`src/rtl/pct_pkg.sv`:
```
package pct_pkg;
  parameter int CODE_W = 2;
  parameter int SZ_MAX = 2;
  parameter int AS_MAX = 2;
  parameter int LN_MAX = 2;
  localparam int NFIELD = 3;
  localparam int NSTAGE = 2 * NFIELD;

  typedef struct packed {
    logic [CODE_W-1:0] sz;
    logic [CODE_W-1:0] assoc;
    logic [CODE_W-1:0] ln;
  } tcfg_t;

  function automatic int field_max(input int f);
    case (f)
      0: return SZ_MAX;
      1: return AS_MAX;
      default: return LN_MAX;
    endcase
  endfunction

  function automatic logic [CODE_W-1:0] get_field(input tcfg_t c, input int f);
    case (f)
      0: return c.sz;
      1: return c.assoc;
      default: return c.ln;
    endcase
  endfunction

  function automatic tcfg_t set_field(input tcfg_t c, input int f,
                                      input logic [CODE_W-1:0] v);
    tcfg_t r;
    r = c;
    case (f)
      0: r.sz = v;
      1: r.assoc = v;
      default: r.ln = v;
    endcase
    return r;
  endfunction

  function automatic tcfg_t base_cfg();
    tcfg_t r;
    r.sz = CODE_W'(SZ_MAX);
    r.assoc = CODE_W'(AS_MAX);
    r.ln = CODE_W'(LN_MAX);
    return r;
  endfunction
endpackage

```
`src/rtl/pct_stepper.sv`:
```
module pct_stepper
  import pct_pkg::*;
(
  input  tcfg_t      cur,
  input  tcfg_t      mru,
  input  logic [2:0] stage,
  output logic       has_next,
  output tcfg_t      nxt,
  output logic [2:0] nxt_stage
);
  localparam int UPN = NFIELD;

  always_comb begin
    tcfg_t             start_pt;
    logic [CODE_W-1:0] v;
    has_next  = 1'b0;
    nxt       = cur;
    nxt_stage = stage;
    start_pt  = cur;
    v         = '0;
    for (int k = 0; k < NSTAGE; k++) begin
      if (!has_next && k >= int'(stage)) begin
        // the downward leg always departs from the remembered start point
        start_pt = (k >= UPN && int'(stage) < UPN) ? mru : cur;
        v = get_field(start_pt, k % NFIELD);
        if (k < UPN) begin
          if (int'(v) < field_max(k % NFIELD)) begin
            has_next  = 1'b1;
            nxt       = set_field(start_pt, k % NFIELD, v + 1'b1);
            nxt_stage = 3'(k);
          end
        end else if (v != '0) begin
          has_next  = 1'b1;
          nxt       = set_field(start_pt, k % NFIELD, v - 1'b1);
          nxt_stage = 3'(k);
        end
      end
    end
  end
endmodule

```
`src/rtl/pct_best.sv`:
```
module pct_best
  import pct_pkg::*;
#(
  parameter int EDP_W = 16
) (
  input  logic             clk,
  input  logic             rst_n,
  input  logic             init,
  input  logic [EDP_W-1:0] init_edp,
  input  logic             meas_valid,
  input  tcfg_t            meas_cfg,
  input  logic [EDP_W-1:0] meas_edp,
  output tcfg_t            best_cfg,
  output logic [EDP_W-1:0] best_edp
);
  tcfg_t            cfg_d;
  logic [EDP_W-1:0] edp_d;
  logic             en;

  always_comb begin
    en    = 1'b0;
    cfg_d = best_cfg;
    edp_d = best_edp;
    if (init) begin
      en    = 1'b1;
      cfg_d = base_cfg();
      edp_d = init_edp;
    end else if (meas_valid && (meas_edp < best_edp)) begin
      en    = 1'b1;
      cfg_d = meas_cfg;
      edp_d = meas_edp;
    end
  end

  always_ff @(posedge clk or negedge rst_n) begin
    if (!rst_n) begin
      best_cfg <= base_cfg();
      best_edp <= '0;
    end else if (en) begin
      best_cfg <= cfg_d;
      best_edp <= edp_d;
    end
  end
endmodule

```
`src/rtl/phase_cfg_tuner.sv`:
```
module phase_cfg_tuner
  import pct_pkg::*;
#(
  parameter int N_W   = 4,
  parameter int EDP_W = 16
) (
  input  logic              clk,
  input  logic              rst_n,
  input  logic              start,
  input  logic [N_W-1:0]    n_exec,
  input  logic [CODE_W-1:0] mru_size,
  input  logic [CODE_W-1:0] mru_assoc,
  input  logic [CODE_W-1:0] mru_line,
  input  logic [EDP_W-1:0]  base_edp,
  output logic              busy,
  output logic              apply_valid,
  input  logic              apply_ready,
  output logic [CODE_W-1:0] apply_size,
  output logic [CODE_W-1:0] apply_assoc,
  output logic [CODE_W-1:0] apply_line,
  input  logic              edp_valid,
  input  logic [EDP_W-1:0]  edp_value,
  output logic              done,
  output logic [CODE_W-1:0] final_size,
  output logic [CODE_W-1:0] final_assoc,
  output logic [CODE_W-1:0] final_line,
  output logic [EDP_W-1:0]  final_edp
);
  typedef enum logic [1:0] {S_IDLE, S_ISSUE, S_WAIT, S_FIN} st_t;

  st_t            st, st_d;
  tcfg_t          cur, cur_d, mru_q, mru_in;
  logic [2:0]     stage, stage_d;
  logic [N_W-1:0] n_q, cnt, cnt_d, cnt_inc;
  logic           ld_start, ld_step, cnt_en, meas;
  logic           has_next;
  tcfg_t          nxt;
  logic [2:0]     nxt_stage;
  tcfg_t          best_cfg;

  assign mru_in  = '{sz: mru_size, assoc: mru_assoc, ln: mru_line};
  assign cnt_inc = cnt + 1'b1;

  pct_stepper u_step (
    .cur(cur), .mru(mru_q), .stage(stage),
    .has_next(has_next), .nxt(nxt), .nxt_stage(nxt_stage)
  );

  pct_best #(.EDP_W(EDP_W)) u_best (
    .clk(clk), .rst_n(rst_n),
    .init(ld_start), .init_edp(base_edp),
    .meas_valid(meas), .meas_cfg(cur), .meas_edp(edp_value),
    .best_cfg(best_cfg), .best_edp(final_edp)
  );

  always_comb begin
    st_d     = st;
    ld_start = 1'b0;
    ld_step  = 1'b0;
    cnt_en   = 1'b0;
    meas     = 1'b0;
    cur_d    = cur;
    stage_d  = stage;
    cnt_d    = cnt;
    case (st)
      S_IDLE: if (start) begin
        ld_start = 1'b1;
        cur_d    = mru_in;
        stage_d  = 3'd0;
        cnt_en   = 1'b1;
        cnt_d    = '0;
        st_d     = (n_exec == '0) ? S_FIN : S_ISSUE;
      end
      S_ISSUE: if (apply_ready) st_d = S_WAIT;
      S_WAIT: if (edp_valid) begin
        meas   = 1'b1;
        cnt_en = 1'b1;
        cnt_d  = cnt_inc;
        if (cnt_inc == n_q || !has_next) begin
          st_d = S_FIN;
        end else begin
          ld_step = 1'b1;
          cur_d   = nxt;
          stage_d = nxt_stage;
          st_d    = S_ISSUE;
        end
      end
      default: st_d = S_IDLE;
    endcase
  end

  always_ff @(posedge clk or negedge rst_n) begin
    if (!rst_n) st <= S_IDLE;
    else        st <= st_d;
  end

  always_ff @(posedge clk or negedge rst_n) begin
    if (!rst_n) begin
      mru_q <= '0;
      n_q   <= '0;
    end else if (ld_start) begin
      mru_q <= mru_in;
      n_q   <= n_exec;
    end
  end

  always_ff @(posedge clk or negedge rst_n) begin
    if (!rst_n) begin
      cur   <= '0;
      stage <= '0;
    end else if (ld_start || ld_step) begin
      cur   <= cur_d;
      stage <= stage_d;
    end
  end

  always_ff @(posedge clk or negedge rst_n) begin
    if (!rst_n)      cnt <= '0;
    else if (cnt_en) cnt <= cnt_d;
  end

  assign busy        = (st != S_IDLE);
  assign apply_valid = (st == S_ISSUE);
  assign apply_size  = cur.sz;
  assign apply_assoc = cur.assoc;
  assign apply_line  = cur.ln;
  assign done        = (st == S_FIN);
  assign final_size  = best_cfg.sz;
  assign final_assoc = best_cfg.assoc;
  assign final_line  = best_cfg.ln;
endmodule

```
`config.mk`:
```
export PLATFORM = sky130hd
export DESIGN_NAME = phase_cfg_tuner
export DESIGN_NICKNAME = d
export VERILOG_FILES = /design/src/rtl/pct_pkg.sv /design/src/rtl/pct_stepper.sv /design/src/rtl/pct_best.sv /design/src/rtl/phase_cfg_tuner.sv
export SDC_FILE = /design/constraint.sdc
export NUM_CORES = 1
export LEC_CHECK = 0
export CELL_PAD_IN_SITES_DETAIL_PLACEMENT = 1
export CELL_PAD_IN_SITES_GLOBAL_PLACEMENT = 1
export CORE_MARGIN = 5
export CORE_UTILIZATION = 43
export DETAILED_ROUTE_END_ITERATION = 10
export GPL_TIMING_DRIVEN = 0
export PLACE_DENSITY_LB_ADDON = 0.1
export SYNTH_ARGS = -nofsm -noshare
export SYNTH_HDL_FRONTEND = slang
export SYNTH_HIERARCHICAL = 1
export SYNTH_SLANG_ARGS = --single-unit
```
`constraint.sdc`:
```
create_clock -name clk -period 6.6 [get_ports clk]
set_input_delay 1.32 -clock clk [delete_from_list [all_inputs] [get_ports clk]]
set_output_delay 1.32 -clock clk [all_outputs]
set_load 0.005 [all_outputs]
```
# Yosys cells after proc, flatten, opt, wreduce, memory -nomap -nowiden
# Cells that the tools add are included.
# Widths: inputs -> output; s select.
# op_classes
add_sub_neg	7
mul	0
div_mod_pow	0
order_cmp	11
eq_ne	8
n_shift	0
muxes	77
bitwise	0
n_reduce_logical	26
# op_table
cell	count
$mux 6	18
$lt 3x32->1	3
$mux 32	3
$mux 3	15
$mux 16	2
$mux 2	11
$mux 1	21
$lt 16x16->1	1
$pmux 6 s2	1
$reduce_bool 2->1	6
$mux 4	2
$pmux 4 s2	1
$add 2x1->2 const B	3
$ge 1x3->1 const A	2
$ge 2x3->1 const A	2
$ge 3x3->1 const A	2
$logic_and 1x1->1	6
$logic_not 1->1	6
$ne 2x2->1 const B	3
$pmux 2 s3	1
$pmux 3 s2	1
$sub 2x1->2 const B	3
$reduce_and 5->1	1
$add 4x1->4 const B	1
other kinds (12)	14
# totals
regBits	47
latchBits	0
mem_bits_rw	0
mem_bits_ro	0
input_bits	47
output_inout_bits	31
elab_cells	143
n_memories	0

# Logic depth before layout (Yosys ltp)
# Gate-level depths: netlist of the first run.
# depth
word_depth	42
mapped_depth	11
ltp_nobuf	9

# By module
# Netlist of the first run, hierarchy kept.
# modules_own_cells
module	n_inst	cells_each	area_each_um2	seq_area_each_um2
pct_best	1	154	1545.2	554.3
phase_cfg_tuner	1	113	1281.2	625.6
pct_stepper	1	103	819.5	0.0

# Least setup slack after synthesis of the first run
# Ideal clock, no wire load.
# synth_timing
kind	input -> register
start	input edp_value[15]
end	register, netlist name u_best/best_cfg[1]
setup_ps	82
arrival_time_ps	3145
required_ps	6518
path_slack_ps	3374
cell_stages	7
path_buffers	1
path_cell_list	ha_1 nand4_4 or4_4 o32ai_4 nor2_4 buf_6 a211o_1
# synth_via
elab_chain_len	5
elab_cells_between_ends	6
cone_classes	order compare: 1; mux: 2; reduce/logical: 3
# synth_rtl
element	line	text
from (decl)	phase_cfg_tuner.sv:22	input logic [EDP_W-1:0] edp_value,
$lt 16x16->1 (*)	pct_best.sv:28	end else if (meas_valid && (meas_edp < best_edp)) begin
$logic_and 1x1->1 (*)	pct_best.sv:28	
$mux 1	pct_best.sv:28	
$mux 1	pct_best.sv:24	if (init) begin
$reduce_and 2->1 (no source line) (*)	--	
# Mark *: on every way between the ends. The rest lies on a longest branch, timed or not.
# A chain may end at the register's enable or synchronous reset.

# Worst setup path in the final report of the first run
# layout_timing
start	input edp_valid
end	register, netlist name u_best/best_cfg[5]
# layout_via
elab_chain_len	6
elab_cells_between_ends	7
cone_classes	mux: 4; reduce/logical: 3
# layout_rtl
element	line	text
from (decl)	phase_cfg_tuner.sv:21	input logic edp_valid,
$mux 1 (*)	phase_cfg_tuner.sv:75	S_WAIT: if (edp_valid) begin
$mux 1 (*)	phase_cfg_tuner.sv:65	case (st)
via meas	phase_cfg_tuner.sv:35	logic ld_start, ld_step, cnt_en, meas;
$logic_and 1x1->1 (*)	pct_best.sv:28	
$mux 1	pct_best.sv:28	
$mux 1	pct_best.sv:24	
$reduce_and 2->1 (no source line) (*)	--	
# The timed path passes the listed nets; every way through them passes the cells marked *.

==> results of run 1 <==
## cells by family (layout without fill, tap and decap cells)
kind of cell	count (synthesis)	after routing	share of synthesized area
AOI/OAI and AO/OA	121	121	0.301
and+or+nand+nor	100	100	0.161
buffers and inverters	57	143	0.0714
DFF	47	47	0.324
muxes	21	21	0.0614
adders and majority gates	19	19	0.0652
xor gates and xnor gates	5	5	0.0158
## power breakdown
group	internal (W)	total [W]	leakage [nW]	switching, W
clock	0.000123	0.000225	0.0612	0.000102
sequential	0.000430	0.000567	0.573	0.000138
combinational	0.000759	0.00158	1.28	0.000824
## final timing paths
kind / from / to / cells after the start
setup / recovery: edp_valid / u_best/best_cfg[5] / 8
hold / removal: stage[1] / stage[1] / 1
setup reg to reg: stage[2] / stage[1] / 10
hold reg to reg: stage[1] / stage[1] / 1
max in group asynchronous: rst_n / u_best/best_cfg[1] / 2
min in group asynchronous: rst_n / mru_q[3] / 1
## cells in the final DEF, fill, tap and decap left out, types with 4 or more instances in the layout
| master | Yosys | final |
|---|---|---|
| dfrtp_1 | 44 | 44 |
| ha_1 | 19 | 19 |
| buf_2 | 7 | 8 |
| a221oi_2 | 6 | 6 |
| o21bai_1 | 4 | 4 |
| o21ai_0 | 10 | 10 |
| nor2_1 | 16 | 16 |
| clkbuf_8 | 0 | 6 |
| a31oi_1 | 4 | 4 |
| mux2_2 | 11 | 11 |
| clkbuf_1 | 7 | 7 |
| mux2i_1 | 10 | 10 |
| o22ai_1 | 6 | 6 |
| o311ai_0 | 5 | 5 |
| buf_6 | 5 | 5 |
| nand2_1 | 32 | 32 |
| nand4b_1 | 16 | 16 |
| o311ai_2 | 7 | 7 |
| clkdlybuf4s50_1 | 0 | 76 |
| o311ai_1 | 4 | 4 |
| nand3_1 | 8 | 8 |
| nand2b_1 | 5 | 5 |
| nor3_1 | 4 | 4 |
| a21oi_1 | 15 | 15 |
| inv_1 | 36 | 36 |
## cell type report
type                            count  area [µm²]
Inverter                           36         135
Sequential cell                    47        1180
Clock buffer                        6        82.6
Buffer                             21         125
Timing Repair Buffer               78         786
Tap cell                          105         131
Clock inverter                      2        35.0
Fill cell                         939        3580
Multi-Input combinational cell    266        2210
## per-layer routing
layer / global-route usage / wire [µm] / vias to the layer above
met5: 0 / 0 / -
met1: 0.315 / 5120 / 1699
met2: 0.358 / 5330 / 96
met3: 0.0321 / 528 / 13
met4: 0.0535 / 138 / 0
li1: - / - / 1580
## state kept, by name, summed over array words and instances (netlist names), 3 cells and up
register         flops
cnt                  4
mru_q                6
n_q                  4
stage                3
u_best/best_cfg      6
u_best/best_edp     16
## metrics by stage
step	hold slack [ns]	total power, W	std cells	util	cell area (µm²)
floorplan	0.481	0.00162	370	-	3650
global placement	0.496	0.00209	552	0.551	4550
detailed placement	0.510	0.00215	553	0.553	4560
CTS	0.532	0.00238	561	0.567	4680
global route	0.543	0.00258	561	0.567	4680
finish	0.534	0.00238	561	0.567	4680
## worst register-to-register path: cells and delay by family (launching register included)
kind | cells | cell delay, ns
compound gates | 6 | 1.83
simple gates | 3 | 0.37
buf+inv | 1 | 0.22
flops | 1 | 0.59
==> flow_summary.yaml, run 1 <==
grt:
  grt_overflow_total: 0
  antenna_found_initial: 0
  grt_max_degree: 33
  grt_pass1_vias: 3649
  grt_pass1_wl_um: 18500
  track_usage: 0.222
clock_tree:
  cts_tree: "yes"
  clk_pin_slew_worst_paths_ns: 0.09
  numCtsBuffers: 5
  cts-root-buf: "clkbuf_8"
  clk_latency_ns: 0.30
  htree_levels: 2
  cts.repair.resized: 0
  cts-hold-fix-buffers: 0
  cts_setup_buffers: 0
  cts_sinks: 47
  clock_tree.buffer_depth: 2
synthesis:
  yosysUniqueCellTypes: 79
  ys_seq_elements: 47
  yosysSeqAreaShare: 0.324
  synth_area_leaders: "dfrtp_1, ha_1, nand4b_1"
  syn_area_per_cell_um2: 9.85
  yosysWarnings: 6
  synth_nets: 436
  synthArstFlopShare: 1.00
  yosysMostFrequentCell: "dfrtp_1"
  yosysTopAreaCell: "dfrtp_1"
  synth_edf_count: 0
  synthTopCellsByCount: "dfrtp_1, inv_1, nand2_1"
  synth-main-ff-cell: "dfrtp_1"
  syn_area_um2: 3650
  synth_top_cell_area_share: 0.302
  netlist_instances: 370
drt:
  drt_iter0_drc: 118
  via_count: 3388
  routed_wirelength_um: 11100
  detail-route-antenna-nets: 0
  vias_per_cell: 6.04
  drtPass1Iterations: 4
  detail_route.wl_per_cell_um: 19.8
  drcViolationCount: 0
sta:
  hold_violations: 0
  finalSetupTns_ns: 0
  worst_clock_skew_ns: 0.00829
  clock.fmax_mhz: 277
  layout_setup_ws_ns: 2.99
  period_needed_ns: 3.61
  worstMarginPinSlew_ns: 0.735
  grt_setup_unrepaired: "no"
  setup_viol: 0
  period_share: 0.547
  slew_violations: 0
  slew_headroom: 0.510
setup_path:
  critPathRequiredTime_ns: 6.84
  critical_path_buf_inv_count: 2
  crit_type: "in2reg"
  crit_path_start_kind: "input port"
  max_stage_delay_ns: 0.58
  end_kind: "flip-flop"
  slowest_stage: "clkdlybuf4s50_1"
  r2r_slack_ns: 3.47
  path_delay_family: "buffers and inverters"
  cp.arrival_ns: 3.85
  cp_max_fo: 10
  crit_chain: "clkdlybuf4s50_1, nand2b_1, nor2_1, o2111ai_1, a21oi_1, clkbuf_1, a21boi_1, a211o_1"
die:
  fp-row-count: 33
  initial_core_util: 0.442
  io_pins: 78
  die_h_um: 102
  die_x_um: 102
  floorplan.die_area_um2: 10400
  core_um2: 8260
placement:
  dpl.hpwl_um: 8740
  io_buffers: 77
  gp_congestion: 0.879
  place_ws_ns: 2.70
flow_run:
  drv_cap: 0
power_and_ir_drop:
  vdd_drop_max_v: 0.000185
  cellLeakagePower_nw: 1.91
  powerDensity_nw_per_um2: 507
hold_path:
  min_path_type: "reg2reg"
layout:
  fin_nets: 521
  area_delta_synth_final_pct: 28.4
  n_antenna_cell: 0
  final_layout_size_suffix_gt1_frac: 0.167
outcome:
  status: "completed"
Note: power is estimated with default switching activity, not from simulation.
==> run 2: changes to the inputs <==
- CORE_UTILIZATION: 43 -> 36
- clock period: 6.6 -> 2.9 ns (I/O delays scaled with it)
==> run 2 against run 1 <==
Clock skew up 0.012 ns. Cell area up 2.1%. Die area up 17%. Clock power up 130%. Total power up 130%. Setup slack worse by 2.9 ns. Sequential cell count unchanged. Sequential power up 130%. Combinational power up 130%. Sequential share of layout area down 0.46 points. Critical path depth unchanged.
==> flow_summary.yaml, run 2 (synthesized netlist as in run 1, its figures left out) <==
setup_path:
  timing.rr.end: "stage[1]"
  critPathRequiredTime_ns: 3.13
  end_kind: "flip-flop"
  reg2reg_depth: 10
  crit_path_start_kind: "input port"
  crit_type: "in2reg"
  cp_max_fo: 10
  r2r_slack_ns: 0.19
  r2r_start: "apply_line[1]"
  cp.arrival_ns: 3.04
  critPathLaunch: "edp_value[14]"
placement:
  dp_cells: 581
  postPlaceCellArea_um2: 4600
  place_ws_ns: -0.280
  dpl.hpwl_um: 8860
  io_buffers: 77
  gp_congestion: 0.871
layout:
  largest-register: "u_best/best_edp"
  n_antenna_cell: 0
  stdcell_count: 589
  final-seq-area_um2: 1180
  reg_top3: "u_best/best_edp (16), mru_q (6), u_best/best_cfg (6)"
  largest_reg_flops: 16
  final_layout_size_suffix_gt1_frac: 0.186
  final_common_cell: "clkdlybuf4s50_1"
  multi_input_area_um2: 2260
  fin_area_um2: 4780
  nFillCells: 1123
  fin_nets: 521
  area_delta_synth_final_pct: 31.1
  final_cell_mix: "clkdlybuf4s50_1, dfrtp_1, inv_1"
die:
  floorplan.die_area_um2: 12200
  io_pins: 78
  core_um2: 9820
  initial_core_util: 0.371
  die_x_um: 111
  die_h_um: 111
  fp-row-count: 36
drt:
  drt_iter0_drc: 101
  detail-route-antenna-nets: 0
  via_count: 3319
  drtPass1Iterations: 4
  drcViolationCount: 0
  routed_wirelength_um: 11500
  vias_per_cell: 5.63
  detail_route.wl_per_cell_um: 19.5
sta:
  period_share: 0.972
  clock.fmax_mhz: 355
  layout_setup_ws_ns: 0.0823
  slew_violations: 0
  hold_violations: 0
  worst_clock_skew_ns: 0.0205
  slew_headroom: 0.541
  finalSetupTns_ns: 0
  grt_setup_unrepaired: "no"
  worstMarginPinSlew_ns: 0.684
  setup_viol: 0
  period_needed_ns: 2.82
outcome:
  status: "completed"
grt:
  grt_overflow_total: 0
  grt_pass1_vias: 3583
  antenna_found_initial: 0
  grt_pass1_wl_um: 19100
  grt_max_degree: 38
  track_usage: 0.187
clock_tree:
  cts_sinks: 47
  cts-hold-fix-buffers: 0
  cts_tree: "yes"
  clk_pin_slew_worst_paths_ns: 0.10
  numCtsBuffers: 5
  clk_latency_ns: 0.31
  clock_tree.buffer_depth: 2
  htree_levels: 2
  cts-root-buf: "clkbuf_8"
power_and_ir_drop:
  cellLeakagePower_nw: 1.92
  powerDensity_nw_per_um2: 1150
  vdd_drop_max_v: 0.000481
hold_path:
  min_path_type: "in2async"
flow_run:
  drv_cap: 0
-- run 2: changes by cell type in the layout (fill, tap and decap cells not counted), sizes merged --
| cell | before | now |
|---|---|---|
| buf | 16 | 15 |
| clkdlybuf4s50 | 76 | 75 |
| clkinv | 1 | 0 |
| clkinvlp | 0 | 1 |
| dlymetal6s2s | 0 | 1 |
| inv | 36 | 37 |
-- run 2: worst max path at each step --
stage / endpoint / slack, ns
after CTS: stage[0] / 0.02
final: u_best/best_cfg[5] / 0.08
after detailed placement: u_best/best_cfg[3] / -0.28
after global routing: u_best/best_cfg[5] / 0.006
after floorplan: u_best/best_cfg[1] / 0.41
after global placement: u_best/best_cfg[3] / -0.26
-- run 2: area by class of cell --
type,instances,area share
Clock inverter,3,0.00969
Multi-Input combinational cell,266,0.473
Inverter,36,0.0283
Clock buffer,5,0.0144
Timing Repair Buffer,79,0.167
Buffer,20,0.0262
Tap cell,133,0.0348
Sequential cell,47,0.247
-- run 2: repair_timing --
action,in CTS,in global routing
gates resized for setup,2,11
pin swaps,0,1
endpoints found under the setup margin,9,15
endpoints found under the hold margin,0,0
buffers inserted,0,1
-- run 2: layer usage --
| metal | global-route usage | routed length [µm] |
|---|---|---|
| met1 | 0.238 | 5160 |
| met4 | 0.0402 | 153 |
| met2 | 0.331 | 5770 |
| met5 | 0 | 0 |
| met3 | 0.0345 | 400 |
-- run 2: power by group --
group / switching [W] / total (W) / internal (W)
Clock: 0.000251 / 0.000512 / 0.000260
Sequential: 0.000337 / 0.00132 / 0.000980
Combinational: 0.00190 / 0.00367 / 0.00177
Total: 0.00248 / 0.00550 / 0.00301
-- run 2: per-stage QoR --
step / hold slack [ns] / utilization / power [W]
finish: 0.148 / 0.487 / 0.00550
global route: 0.159 / 0.487 / 0.00592
CTS: 0.149 / 0.481 / 0.00546
detailed placement: 0.491 / 0.468 / 0.00492
global placement: 0.500 / 0.467 / 0.00481
floorplan: 0.284 / - / 0.00368
-- run 2: worst max-delay path, cell delays in order --
cell             delay, ns
clkdlybuf4s50_1       0.43
ha_1                  0.34
nand4_4               0.15
or4_4                 0.60
o32ai_4               0.34
nor2_4                0.12
buf_6                 0.18
a211o_1               0.29
